File: src/rtl/ble4_frac.sv
module ble4_frac #(
  parameter int K = 4
) (
  input  logic         clk,
  input  logic         rst,
  input  logic         cfg_en,
  input  logic         cfg_in,
  input  logic [K-1:0] din,
  input  logic         cin,
  output logic         out_a,
  output logic         out_b,
  output logic         cout
);
  localparam int TT_W   = 1 << K;
  localparam int MODE_W = 3;
  localparam int CFG_W  = TT_W + 2 + MODE_W;

  localparam logic [MODE_W-1:0] M_LUT4  = 3'd1;
  localparam logic [MODE_W-1:0] M_LUT3  = 3'd2;
  localparam logic [MODE_W-1:0] M_ADD1  = 3'd3;
  localparam logic [MODE_W-1:0] M_DUAL  = 3'd4;
  localparam logic [MODE_W-1:0] M_ADD2  = 3'd5;

  logic [CFG_W-1:0]  cfg;
  logic [MODE_W-1:0] mode;
  logic              sel_ra, sel_rb;
  logic [TT_W-1:0]   tt;
  logic              lut4, lut_lo, lut_hi, op_y, sum, maj;
  logic              comb_a, comb_b, carry;
  logic              ff_a, ff_b;

  always_ff @(posedge clk)
    if (cfg_en) cfg <= {cfg[CFG_W-2:0], cfg_in};

  assign mode   = cfg[CFG_W-1 -: MODE_W];
  assign sel_ra = cfg[TT_W+1];
  assign sel_rb = cfg[TT_W];
  assign tt     = cfg[TT_W-1:0];

  assign lut4   = tt[din];
  assign lut_lo = tt[{1'b0, din[K-2:0]}];
  assign lut_hi = tt[{1'b1, din[K-2:0]}];
  assign op_y   = (mode == M_ADD2) ? lut_hi : din[K-1];
  assign sum    = lut_lo ^ op_y ^ cin;
  assign maj    = (lut_lo & op_y) | (lut_lo & cin) | (op_y & cin);

  always_comb begin
    comb_a = 1'b0;
    comb_b = 1'b0;
    carry  = 1'b0;
    case (mode)
      M_LUT4: comb_a = lut4;
      M_LUT3: comb_a = lut_lo;
      M_ADD1: begin comb_a = sum; carry = maj; end
      M_DUAL: begin comb_a = lut_lo; comb_b = lut_hi; end
      M_ADD2: begin comb_a = sum; comb_b = maj; carry = maj; end
      default: ;
    endcase
  end

  always_ff @(posedge clk)
    if (rst) begin
      ff_a <= 1'b0;
      ff_b <= 1'b0;
    end else begin
      ff_a <= comb_a;
      ff_b <= comb_b;
    end

  assign out_a = sel_ra ? ff_a : comb_a;
  assign out_b = sel_rb ? ff_b : comb_b;
  assign cout  = carry;

  assert_ff_clear_R2: assert property (@(posedge clk) rst |=> (!ff_a && !ff_b));

  assert_reg_a_follows_R8: assert property (@(posedge clk) disable iff (rst)
    (!cfg_en && sel_ra) |=> (out_a == $past(comb_a)));

  assert_reg_b_follows_R8: assert property (@(posedge clk) disable iff (rst)
    (!cfg_en && sel_rb) |=> (out_b == $past(comb_b)));

  assert_off_quiet_R9: assert property (@(posedge clk) disable iff (rst)
    (!cfg_en && (mode == 3'd0 || mode > M_ADD2)) |=> (!out_a && !out_b && !cout));

  always_comb
    if (mode != M_ADD1 && mode != M_ADD2)
      assert_no_carry_R10: assert (cout == 1'b0);

  always_comb
    if (mode == M_LUT4 || mode == M_LUT3 || mode == M_ADD1)
      assert_b_idle_R3: assert (comb_b == 1'b0);
endmodule

File: config.mk
export PLATFORM = sky130hd
export DESIGN_NAME = ble4_frac
export DESIGN_NICKNAME = d
export VERILOG_FILES = /design/src/rtl/ble4_frac.sv
export SDC_FILE = /design/constraint.sdc
export NUM_CORES = 1
export LEC_CHECK = 0
export BUFFER_PORTS_ARGS = -buffer_cell sky130_fd_sc_hd__clkbuf_2
export CAP_MARGIN = 0
export CORE_MARGIN = 4
export CORE_UTILIZATION = 32
export DETAILED_ROUTE_END_ITERATION = 6
export PLACE_DENSITY = 0.51
export SYNTH_ARGS = -nofsm -noshare
export SYNTH_HDL_FRONTEND = slang
export SYNTH_SLANG_ARGS = --single-unit
File: constraint.sdc
create_clock -name clk -period 8.1 [get_ports clk]
set_input_delay 1.215 -clock clk [delete_from_list [all_inputs] [get_ports clk]]
set_output_delay 1.215 -clock clk [all_outputs]
set_load 0.005 [all_outputs]
==> out/metrics.csv, run 1 <==
metric,value,unit
RePlAce Congestion,0.687,
Hold Fails Final Rpt,0,
horizontal die dimension,63.4,microns
Sw Pwr,0.0000473,W
post-synthesis cell count,59,
Buf/Inv on CP,2,
Lkg Pwr,0.387,nW
Core Footprint,2850,sq um
clock power share,0.244,
Layout area overhead,11.1,%
Synth Net Count,69,
Post-CTS Setup Bufs,0,
Hold WC Path Type,reg -> reg,
initial drt markers,14,
Yosys Warn Count,0,
synthesized cell area,982,sq um
WP data arrival,3.44,ns
Fmax,0.215,GHz
clock root buffer,clkbuf_4,
CTS H-tree lvls,1,
minimum clock period,4.65,ns
Slew headroom,0.611,
Net Sw Frac,0.220,
critical path's slowest cell,mux4_2,
first-pass GRT wire length,2.70,mm
DRC,0,
FILL cells,276,
die area,4020,sq um
share of layout cells above drive strength 1,0.288,
antenna violations before repair,0,
Num CTS Buffers,3,
hold_buf cts,0,
#FFs+latches synth,23,
Gate power share,0.097,
register area share after synthesis,0.683,
CP Launch Type,primary input,
Tcrit/Tclk final,0.575,
cell-internal power,0.000167,W
outcome,"finished, final reports clean",
Worst-path clk slew,0.13,ns
DR WL/cell,15.0,microns
WS Path Type,in -> out,
Vert. Die Dim,63.4,microns
post-route ant nets,0,
Detailed Routing Iterations Pass 1,3,
power after layout,0.000214,W
DP HPWL,1.10,mm
Final Max Tran Viols,0,
std cell rows,19,
CP cell instances,"clkbuf_2, mux4_2, mux2_4, mux2_2, fa_1, nand3_1, a41oi_1, clkbuf_2",
drt total wl,1.56,mm
pwr dens,196,nW/um^2
worst skew pair latency,0.31,ns
Num Clock Sinks,23,
"most common cell after layout, fill and taps aside",edfxtp_1,
Global Route Usage Sum,0.0893,
largest net degree at the start of global routing,22,
vias,521,
Least-Margin Pin Slew,0.569,ns
total grt overflow,0,
RSZ-0062 raised after global routing,false,
initial core utilization,0.344,
synth unique cells,28,
Port Buffer Count,11,
Vias/cell,5.01,
Setup-failing EPs final,0,
most frequent cells in the layout,"edfxtp_1, clkbuf_2, mux2_2, clkbuf_4",
clk_skew,0.0130,ns
aggregate negative setup slack,0,ns
Max VDD drop,0.0885,mV
Max Cap Viol,0,
post-CTS resize count,0,
Synth Area per Inst,16.6,sq um
ant diodes,0,
CP dominant cell by count,clkbuf_2,
clock tree buffer depth,2,
CP Data Required Time,6.88,ns
IO Pins,12,
CP top delay family,multiplexers,
CP peak stage delay,0.53,ns
CP max FO,7,
number of global-route vias before repair,563,
Worst Setup End Kind,output port,
sequential power share,0.659,
CTS tree,built,
Final nets,84,
-- registers in the layout (all words and copies together), names as in the netlist --
name,flops
cfg,21
ff_a,1
ff_b,1
-- logic make-up (layout without fill, tap and decap cells) --
kind of cell,count (synthesis),count (layout),synth area share
flip-flops,23,23,0.683
AND/OR/NAND/NOR,17,17,0.0981
multiplexers,8,8,0.117
AO/OA/AOI/OAI,7,7,0.0573
buffers and inverters,2,16,0.0153
adder cells (fa/ha/maj),1,1,0.0204
XOR/XNOR,1,1,0.00892
-- power groups by stage --
stage | logic (W) | clock network, W | registers (W)
3_3_place_gp | 0.0000209 | 0 | 0.000144
2_1_floorplan | 0.0000135 | 0 | 0.000143
5_1_grt | 0.0000234 | 0.0000609 | 0.000143
3_5_place_dp | 0.0000210 | 0 | 0.000144
4_1_cts | 0.0000211 | 0.0000585 | 0.000142
6_report | 0.0000207 | 0.0000524 | 0.000141
-- final cells by class --
cell class,count,area [sq um],area share
clock buffer,4,26.3,0.0241
inverter,1,3.75,0.00344
multi-input combinational,34,297,0.272
sequential,23,671,0.615
tap,31,38.8,0.0356
timing repair buffer,11,55.1,0.0505
-- Yosys cell counts --
cell        n  area, sq um
a41oi_1     1         8.76
mux2_4      1         15.0
nand4_1     1         6.26
nand3b_1    1         7.51
mux2_2      4         45.0
nor2_1      2         7.51
buf_6       1         11.3
a2111o_1    1         11.3
o31ai_1     1         7.51
nand3_1     1         5.00
nor2b_1     2         12.5
edfxtp_1   21          631
o21bai_1    1         7.51
or2_0       1         6.26
nor3b_1     2         15.0
dfxtp_1     2         40.0
a2111oi_0   1         8.76
a31oi_1     1         6.26
nand2_1     2         7.51
and3_1      1         6.26
nor3_1      2         10.0
fa_1        1         20.0
nand2b_1    2         12.5
mux4_2      2         45.0
o22ai_1     1         6.26
mux2i_1     1         10.0
xor2_1      1         8.76
inv_1       1         3.75
-- worst register-to-register path: stages, from the launching register on --
cell and delay, ns:
edfxtp_1 0.43, mux4_2 0.46, mux2_4 0.28, mux2_2 0.27, fa_1 0.48, nand3_1 0.09, a31oi_1 0.17
-- worst paths after layout --
| check | from | to | slack (ns) | cells after the start |
|---|---|---|---|---|
| max | din[0] | out_a | 3.45 | 8 |
| min | cfg[8] | cfg[9] | 0.45 | 0 |
| max reg2reg | cfg[11] | ff_a | 5.86 | 6 |
| min reg2reg | cfg[8] | cfg[9] | 0.45 | 0 |
-- routing by layer --
layer / up-vias / GRT usage / part of all wire
li1: 262 / - / -
met1: 245 / 0.120 / 0.52
met2: 12 / 0.126 / 0.41
met3: 2 / 0.0391 / 0.054
met4: 0 / 0.0323 / 0.012
met5: - / 0 / 0
-- per-stage QoR --
stage	hold slack, ns	instances	utilization	worst slack (ns)	instance area, sq um
6_report	0.446	104	0.382	3.45	1090
5_1_grt	0.455	104	0.382	3.31	1090
4_1_cts	0.463	104	0.382	3.42	1090
3_5_place_dp	0.431	100	0.373	3.43	1060
3_3_place_gp	0.428	100	0.373	3.44	1060
2_1_floorplan	0.418	59	-	3.74	982
Note: power is estimated with default switching activity, not from simulation.
==> run 2: changes to the inputs <==
--- a/config.mk
+++ b/config.mk
@@ -5,12 +5,13 @@
 export SDC_FILE = /design/constraint.sdc
 export NUM_CORES = 1
 export LEC_CHECK = 0
+export ABC_AREA = 1
 export BUFFER_PORTS_ARGS = -buffer_cell sky130_fd_sc_hd__clkbuf_2
 export CAP_MARGIN = 0
 export CORE_MARGIN = 4
 export CORE_UTILIZATION = 32
 export DETAILED_ROUTE_END_ITERATION = 6
-export PLACE_DENSITY = 0.51
+export PLACE_DENSITY = 0.53
 export SYNTH_ARGS = -nofsm -noshare
 export SYNTH_HDL_FRONTEND = slang
 export SYNTH_SLANG_ARGS = --single-unit
==> constraint.sdc (replaced) <==
create_clock -name clk -period 4.1 [get_ports clk]
set_input_delay 0.615 -clock clk [delete_from_list [all_inputs] [get_ports clk]]
set_output_delay 0.615 -clock clk [all_outputs]
set_load 0.005 [all_outputs]
==> out/metrics.csv, run 2 <==
metric,value,unit,change
WP data arrival,2.37,ns,-1.07 ns
Least-Margin Pin Slew,0.507,ns,-0.0623 ns
total grt overflow,0,,unchanged
die area,4340,sq um,+8.0%
DRC,0,,unchanged
synth unique cells,17,,-39%
Layout area overhead,11.7,%,
hold_buf cts,0,,unchanged
most common cell in the netlist,nand2_1,,
clock root buffer,clkbuf_4,,
post-CTS resize count,0,,unchanged
Worst-path clk slew,0.12,ns,about the same
"most common cell after layout, fill and taps aside",nand2_1,,
largest net degree at the start of global routing,22,,unchanged
CTS tree,built,,
Hold Slack,0.461,ns,+0.0156 ns
#FFs+latches synth,23,,unchanged
Max Cap Viol,0,,unchanged
drt total wl,1.70,mm,+9.2%
initial drt markers,8,,-6
register area share after synthesis,0.625,,-0.0574
Synth top area share,0.588,,-0.0539
Regs by FF count,"cfg: 21 flops, ff_a: 1 flops, ff_b: 1 flops",,
antenna violations before repair,0,,unchanged
Final nets,127,,+51%
Finished Layout Cells,160,,+54%
Tcrit/Tclk final,0.728,,
Synth Area per Inst,10.5,sq um,-37%
ys flop type,edfxtp_1,,
RSZ-0062 raised after global routing,false,,
Detailed Routing Iterations Pass 1,2,,-1
Synth Net Count,112,,+62%
Final Max Tran Viols,0,,unchanged
Vert. Die Dim,65.9,microns,+3.9%
ant diodes,0,,unchanged
Vias/cell,4.13,,-18%
Num CTS Buffers,3,,unchanged
pwr dens,359,nW/um^2,+83%
DR WL/cell,10.6,microns,-29%
CP max FO,9,,+2
synthesized cell area,1070,sq um,+9.2%
minimum clock period,2.99,ns,
vias,661,,+27%
Port Buffer Count,11,,unchanged
worst skew pair latency,0.30,ns,about the same
CP Data Required Time,3.48,ns,-3.40 ns
Num Clock Sinks,23,,unchanged
post-route ant nets,0,,unchanged
initial core utilization,0.343,,-0.00150
most frequent cells in the layout,"nand2_1, edfxtp_1, inv_1, clkbuf_2",,
fraction of registers with async set/reset,0,,unchanged
Global Route Usage Sum,0.0885,,-0.000810
clock tree buffer depth,2,,unchanged
Lkg Pwr,0.538,nW,+39%
Commonest cells post-synth,"nand2_1, edfxtp_1, inv_1, nand2_2, nand3_1",,
Hold Fails Final Rpt,0,,unchanged
Slew headroom,0.662,,+0.0514
CTS H-tree lvls,1,,unchanged
aggregate negative setup slack,0,ns,unchanged
std cell rows,20,,+1
Synth area leaders,"edfxtp_1, nand2_1, inv_1, nand2_2, nand3_1",,
clk_skew,0.00221,ns,-0.0108 ns
Worst Setup End Kind,output port,,
Core Footprint,3130,sq um,+9.6%
share of layout cells above drive strength 1,0.250,,-0.0377
final setup margin,1.11,ns,-2.33 ns
Yosys Warn Count,0,,unchanged
CP Launch Type,primary input,,
Post-CTS Setup Bufs,0,,unchanged
DP HPWL,1.28,mm,+17%
Fmax,0.335,GHz,
Max VDD drop,0.190,mV,+110%
IO Pins,12,,unchanged
first-pass GRT wire length,2.85,mm,+5.4%
Setup-failing EPs final,0,,unchanged
worst slack at placement,1.11,ns,-2.31 ns
RePlAce Congestion,0.772,,+12%
post-synthesis cell count,102,,+73%
Post-synth EDFFs,21,,unchanged
number of global-route vias before repair,616,,+9.4%
Largest Register,cfg,,
horizontal die dimension,65.9,microns,+3.9%
max reg flops,21,,unchanged
outcome,"finished, final reports clean",,
Synth area leader,edfxtp_1,,
WS Path Type,in -> out,,
Hold WC Path Type,reg -> reg,,
placed instance count,156,,+56%
-- run 2: cell count changes after synthesis, sizes merged, moves of 2 or more --
cell | previous run | this run
inv | 1 | 21
nand3 | 1 | 12
nand2b | 2 | 0
nor3b | 2 | 0
mux4 | 2 | 0
mux2 | 5 | 0
nor2b | 2 | 0
o21ai | 0 | 2
nand2 | 2 | 34
-- run 2: final cells by class --
cell class	count	area [sq um]
well taps	44	55.1
clock buffers	4	26.3
flip-flops and latches	23	671
repair buffers	11	55.1
fillers	320	1930
multi-input cells	57	304
inverters	21	86.3
-- run 2: path summary, 6_finish.rpt --
path              startpoint       to  slack (ns)  cells past startpoint
setup reg to reg     cfg[15]     ff_a        2.25                     11
hold reg to reg       cfg[9]  cfg[10]        0.46                      0
setup / recovery      din[0]    out_a        1.11                     15
hold / removal        cfg[9]  cfg[10]        0.46                      0
-- run 2: power by group --
group	switching [W]	internal (W)	total, W
clock	0.0000618	0.0000379	0.0000997
sequential	0.00000818	0.000271	0.000280
combinational	0.0000311	0.0000192	0.0000503
-- run 2: metrics by stage --
stage	utilization	power, W	instance area (sq um)
floorplan	-	0.000317	1070
CTS	0.383	0.000438	1200
finish	0.383	0.000430	1200
global placement	0.374	0.000335	1170
detailed placement	0.374	0.000336	1170
global route	0.383	0.000455	1200
-- run 2: logic make-up (layout without fill, tap and decap cells) --
logic type | count (synthesis) | count (layout) | synth area share
compound gates | 3 | 3 | 0.0175
xor+xnor | 1 | 1 | 0.00817
flops | 23 | 23 | 0.625
simple gates | 52 | 52 | 0.239
fa+ha+maj | 1 | 1 | 0.0187
buf+inv | 22 | 36 | 0.0910
-- run 2: critical path: stages --
cell      delay [ns]
clkbuf_2        0.24
inv_8           0.07
nand2_2         0.05
nand3_1         0.06
nand3_1         0.12
nand2_2         0.08
o21ai_0         0.20
fa_1            0.44
nor2_1          0.11
nor2_1          0.06
nand2_2         0.07
nand2_1         0.05
nand2_1         0.05
nand2_1         0.04
clkbuf_2        0.10
-- run 2: per-layer routing --
metal	up-vias	GRT usage	wire, microns
li1	352	-	-
met2	8	0.144	828
met1	299	0.107	771
met5	-	0	0
met3	2	0.0425	86
met4	0	0.0155	13
==> run 3: changes to the inputs <==
--- a/config.mk
+++ b/config.mk
@@ -11,7 +11,7 @@
 export CORE_MARGIN = 4
 export CORE_UTILIZATION = 32
 export DETAILED_ROUTE_END_ITERATION = 6
-export PLACE_DENSITY = 0.53
+export PLACE_DENSITY = 0.51
 export SYNTH_ARGS = -nofsm -noshare
 export SYNTH_HDL_FRONTEND = slang
 export SYNTH_SLANG_ARGS = --single-unit
==> constraint.sdc (replaced) <==
create_clock -name clk -period 3.1 [get_ports clk]
set_input_delay 0.465 -clock clk [delete_from_list [all_inputs] [get_ports clk]]
set_output_delay 0.465 -clock clk [all_outputs]
set_load 0.005 [all_outputs]
==> out/metrics.csv, run 3 (synthesis results as in run 2) <==
metric,value,unit,change
Worst Hold Endpoint,cfg[0],,
cell-internal power,0.000435,W,+32%
Setup-failing EPs final,0,,unchanged
largest net degree at the start of global routing,22,,unchanged
GR peak layer,met2,,
Least-Margin Pin Slew,0.517,ns,+0.00996 ns
pwr dens,475,nW/um^2,+32%
placed instance count,156,,unchanged
Port Buffer Count,11,,unchanged
first-pass GRT wire length,2.82,mm,-0.95%
routing usage on met2,0.125,,-0.0188
horizontal die dimension,65.9,microns,unchanged
minimum clock period,2.69,ns,
Setup crit start,din[0],,
CTS H-tree lvls,1,,unchanged
std cell rows,20,,unchanged
Lkg Pwr,0.538,nW,unchanged
Max VDD drop,0.311,mV,+64%
Num CTS Buffers,3,,unchanged
Finished Layout Cells,160,,unchanged
Vert. Die Dim,65.9,microns,unchanged
Detailed Routing Iterations Pass 1,4,,+2
WS Path Type,in -> out,,
Fmax,0.371,GHz,
Hold Fails Final Rpt,0,,unchanged
initial drt markers,28,,+20
CP max FO,9,,unchanged
clk_skew,0.00471,ns,+0.00250 ns
Hold WC Path Type,in -> reg,,
Final Max Tran Viols,0,,unchanged
antenna violations before repair,0,,unchanged
max reg flops,21,,unchanged
clock root buffer,clkbuf_4,,
number of global-route vias before repair,640,,+3.9%
Worst Setup End Kind,output port,,
FILL cells,316,,-1.3%
clock power share,0.233,,about the same
aggregate negative setup slack,0,ns,unchanged
Post-CTS Setup Bufs,0,,unchanged
"most common cell after layout, fill and taps aside",nand2_1,,
FF-to-FF path depth,11,,unchanged
Largest Register,cfg,,
ant diodes,0,,unchanged
Layout area overhead,11.7,%,unchanged
M3 GR Usage,0.0306,,-0.0119
IO Pins,12,,unchanged
most frequent cells in the layout,"nand2_1, edfxtp_1, inv_1, clkbuf_2",,
hold_buf cts,0,,unchanged
final core utilization,0.383,,unchanged
sequential power share,0.649,,-0.002
Core Footprint,3130,sq um,unchanged
DRC,0,,unchanged
RePlAce Congestion,0.823,,+6.6%
Final nets,127,,unchanged
outcome,"finished, final reports clean",,
Num Clock Sinks,23,,unchanged
CP Launch Type,primary input,,
GRT met1 Usage,0.120,,+0.0127
DR WL/cell,10.4,microns,-2.1%
post-route ant nets,0,,unchanged
Crit Reg-Reg Startpoint,cfg[11],,
Global Route Usage Sum,0.0859,,-0.00255
CTS tree,built,,
Gate power share,0.119,,+0.002
Worst-path clk slew,0.12,ns,about the same
initial core utilization,0.343,,unchanged
vias,671,,+1.5%
Hold Path Stages,1,,+1
Slew headroom,0.656,,-0.00664
total grt overflow,0,,unchanged
Sw Pwr,0.000134,W,+32%
WP data arrival,2.23,ns,-0.14 ns
clock tree buffer depth,2,,unchanged
register-to-register setup slack,1.27,ns,-0.98 ns
drt total wl,1.67,mm,-2.1%
Max Cap Viol,0,,unchanged
FF-to-FF End,ff_a,,
Regs by FF count,"cfg: 21 flops, ff_a: 1 flops, ff_b: 1 flops",,
worst skew pair latency,0.30,ns,about the same
Vias/cell,4.19,,+1.5%
RSZ-0062 raised after global routing,false,,
die area,4340,sq um,unchanged
Net Sw Frac,0.236,,about the same
post-CTS resize count,0,,unchanged
source of the worst hold timing path,cfg_in,,
share of layout cells above drive strength 1,0.250,,unchanged
CP Data Required Time,2.63,ns,-0.85 ns
Tcrit/Tclk final,0.869,,
DP HPWL,1.22,mm,-5.3%
## run 3: cell counts in the layout (fill, tap and decap cells not counted)
No cell type changed its count.
## run 3: per-layer routing
layer,part of all wire,routed length (microns)
met1,0.51,853
met2,0.44,729
met3,0.038,63
met4,0.011,19
met5,0,0
## run 3: area by class of cell
cell class | count | area (sq um) | area share
Clock buffer | 4 | 26.3 | 0.0219
Inverter | 21 | 86.3 | 0.0721
Multi-Input combinational cell | 57 | 304 | 0.254
Sequential cell | 23 | 671 | 0.560
Tap cell | 44 | 55.1 | 0.0460
Timing Repair Buffer | 11 | 55.1 | 0.0460
## run 3: power by group through the flow
stage	registers [W]	logic (W)	clock network, W
detailed placement	0.000376	0.0000684	0
global placement	0.000376	0.0000668	0
CTS	0.000369	0.0000687	0.000137
finish	0.000369	0.0000675	0.000132
floorplan	0.000373	0.0000468	0
global route	0.000372	0.0000789	0.000146
## run 3: how the worst max path moves through the flow
stage	endpoint	cells after the start
after global routing	out_a	14
after global placement	out_a	15
final	out_a	15
after floorplan	out_a	14
after detailed placement	out_a	15
after CTS	out_a	15
## run 3: per-stage QoR
step	instance area (sq um)	worst slack, ns	total power, W	hold WS (ns)
3_3_place_gp	1170	0.462	0.000443	0.438
4_1_cts	1200	0.393	0.000576	0.317
3_5_place_dp	1170	0.393	0.000445	0.433
2_1_floorplan	1070	0.785	0.000420	0.426
5_1_grt	1200	0.214	0.000597	0.309
6_report	1200	0.406	0.000569	0.329
## run 3: critical path, cell delays in order
cell	delay, ns
clkbuf_2	0.24
inv_8	0.07
nand2_2	0.05
nand3_1	0.07
nand3_1	0.10
nand2_2	0.08
o21ai_0	0.21
fa_1	0.45
nor2_1	0.11
nor2_1	0.06
nand2_2	0.07
nand2_1	0.05
nand2_1	0.05
nand2_1	0.04
clkbuf_2	0.10
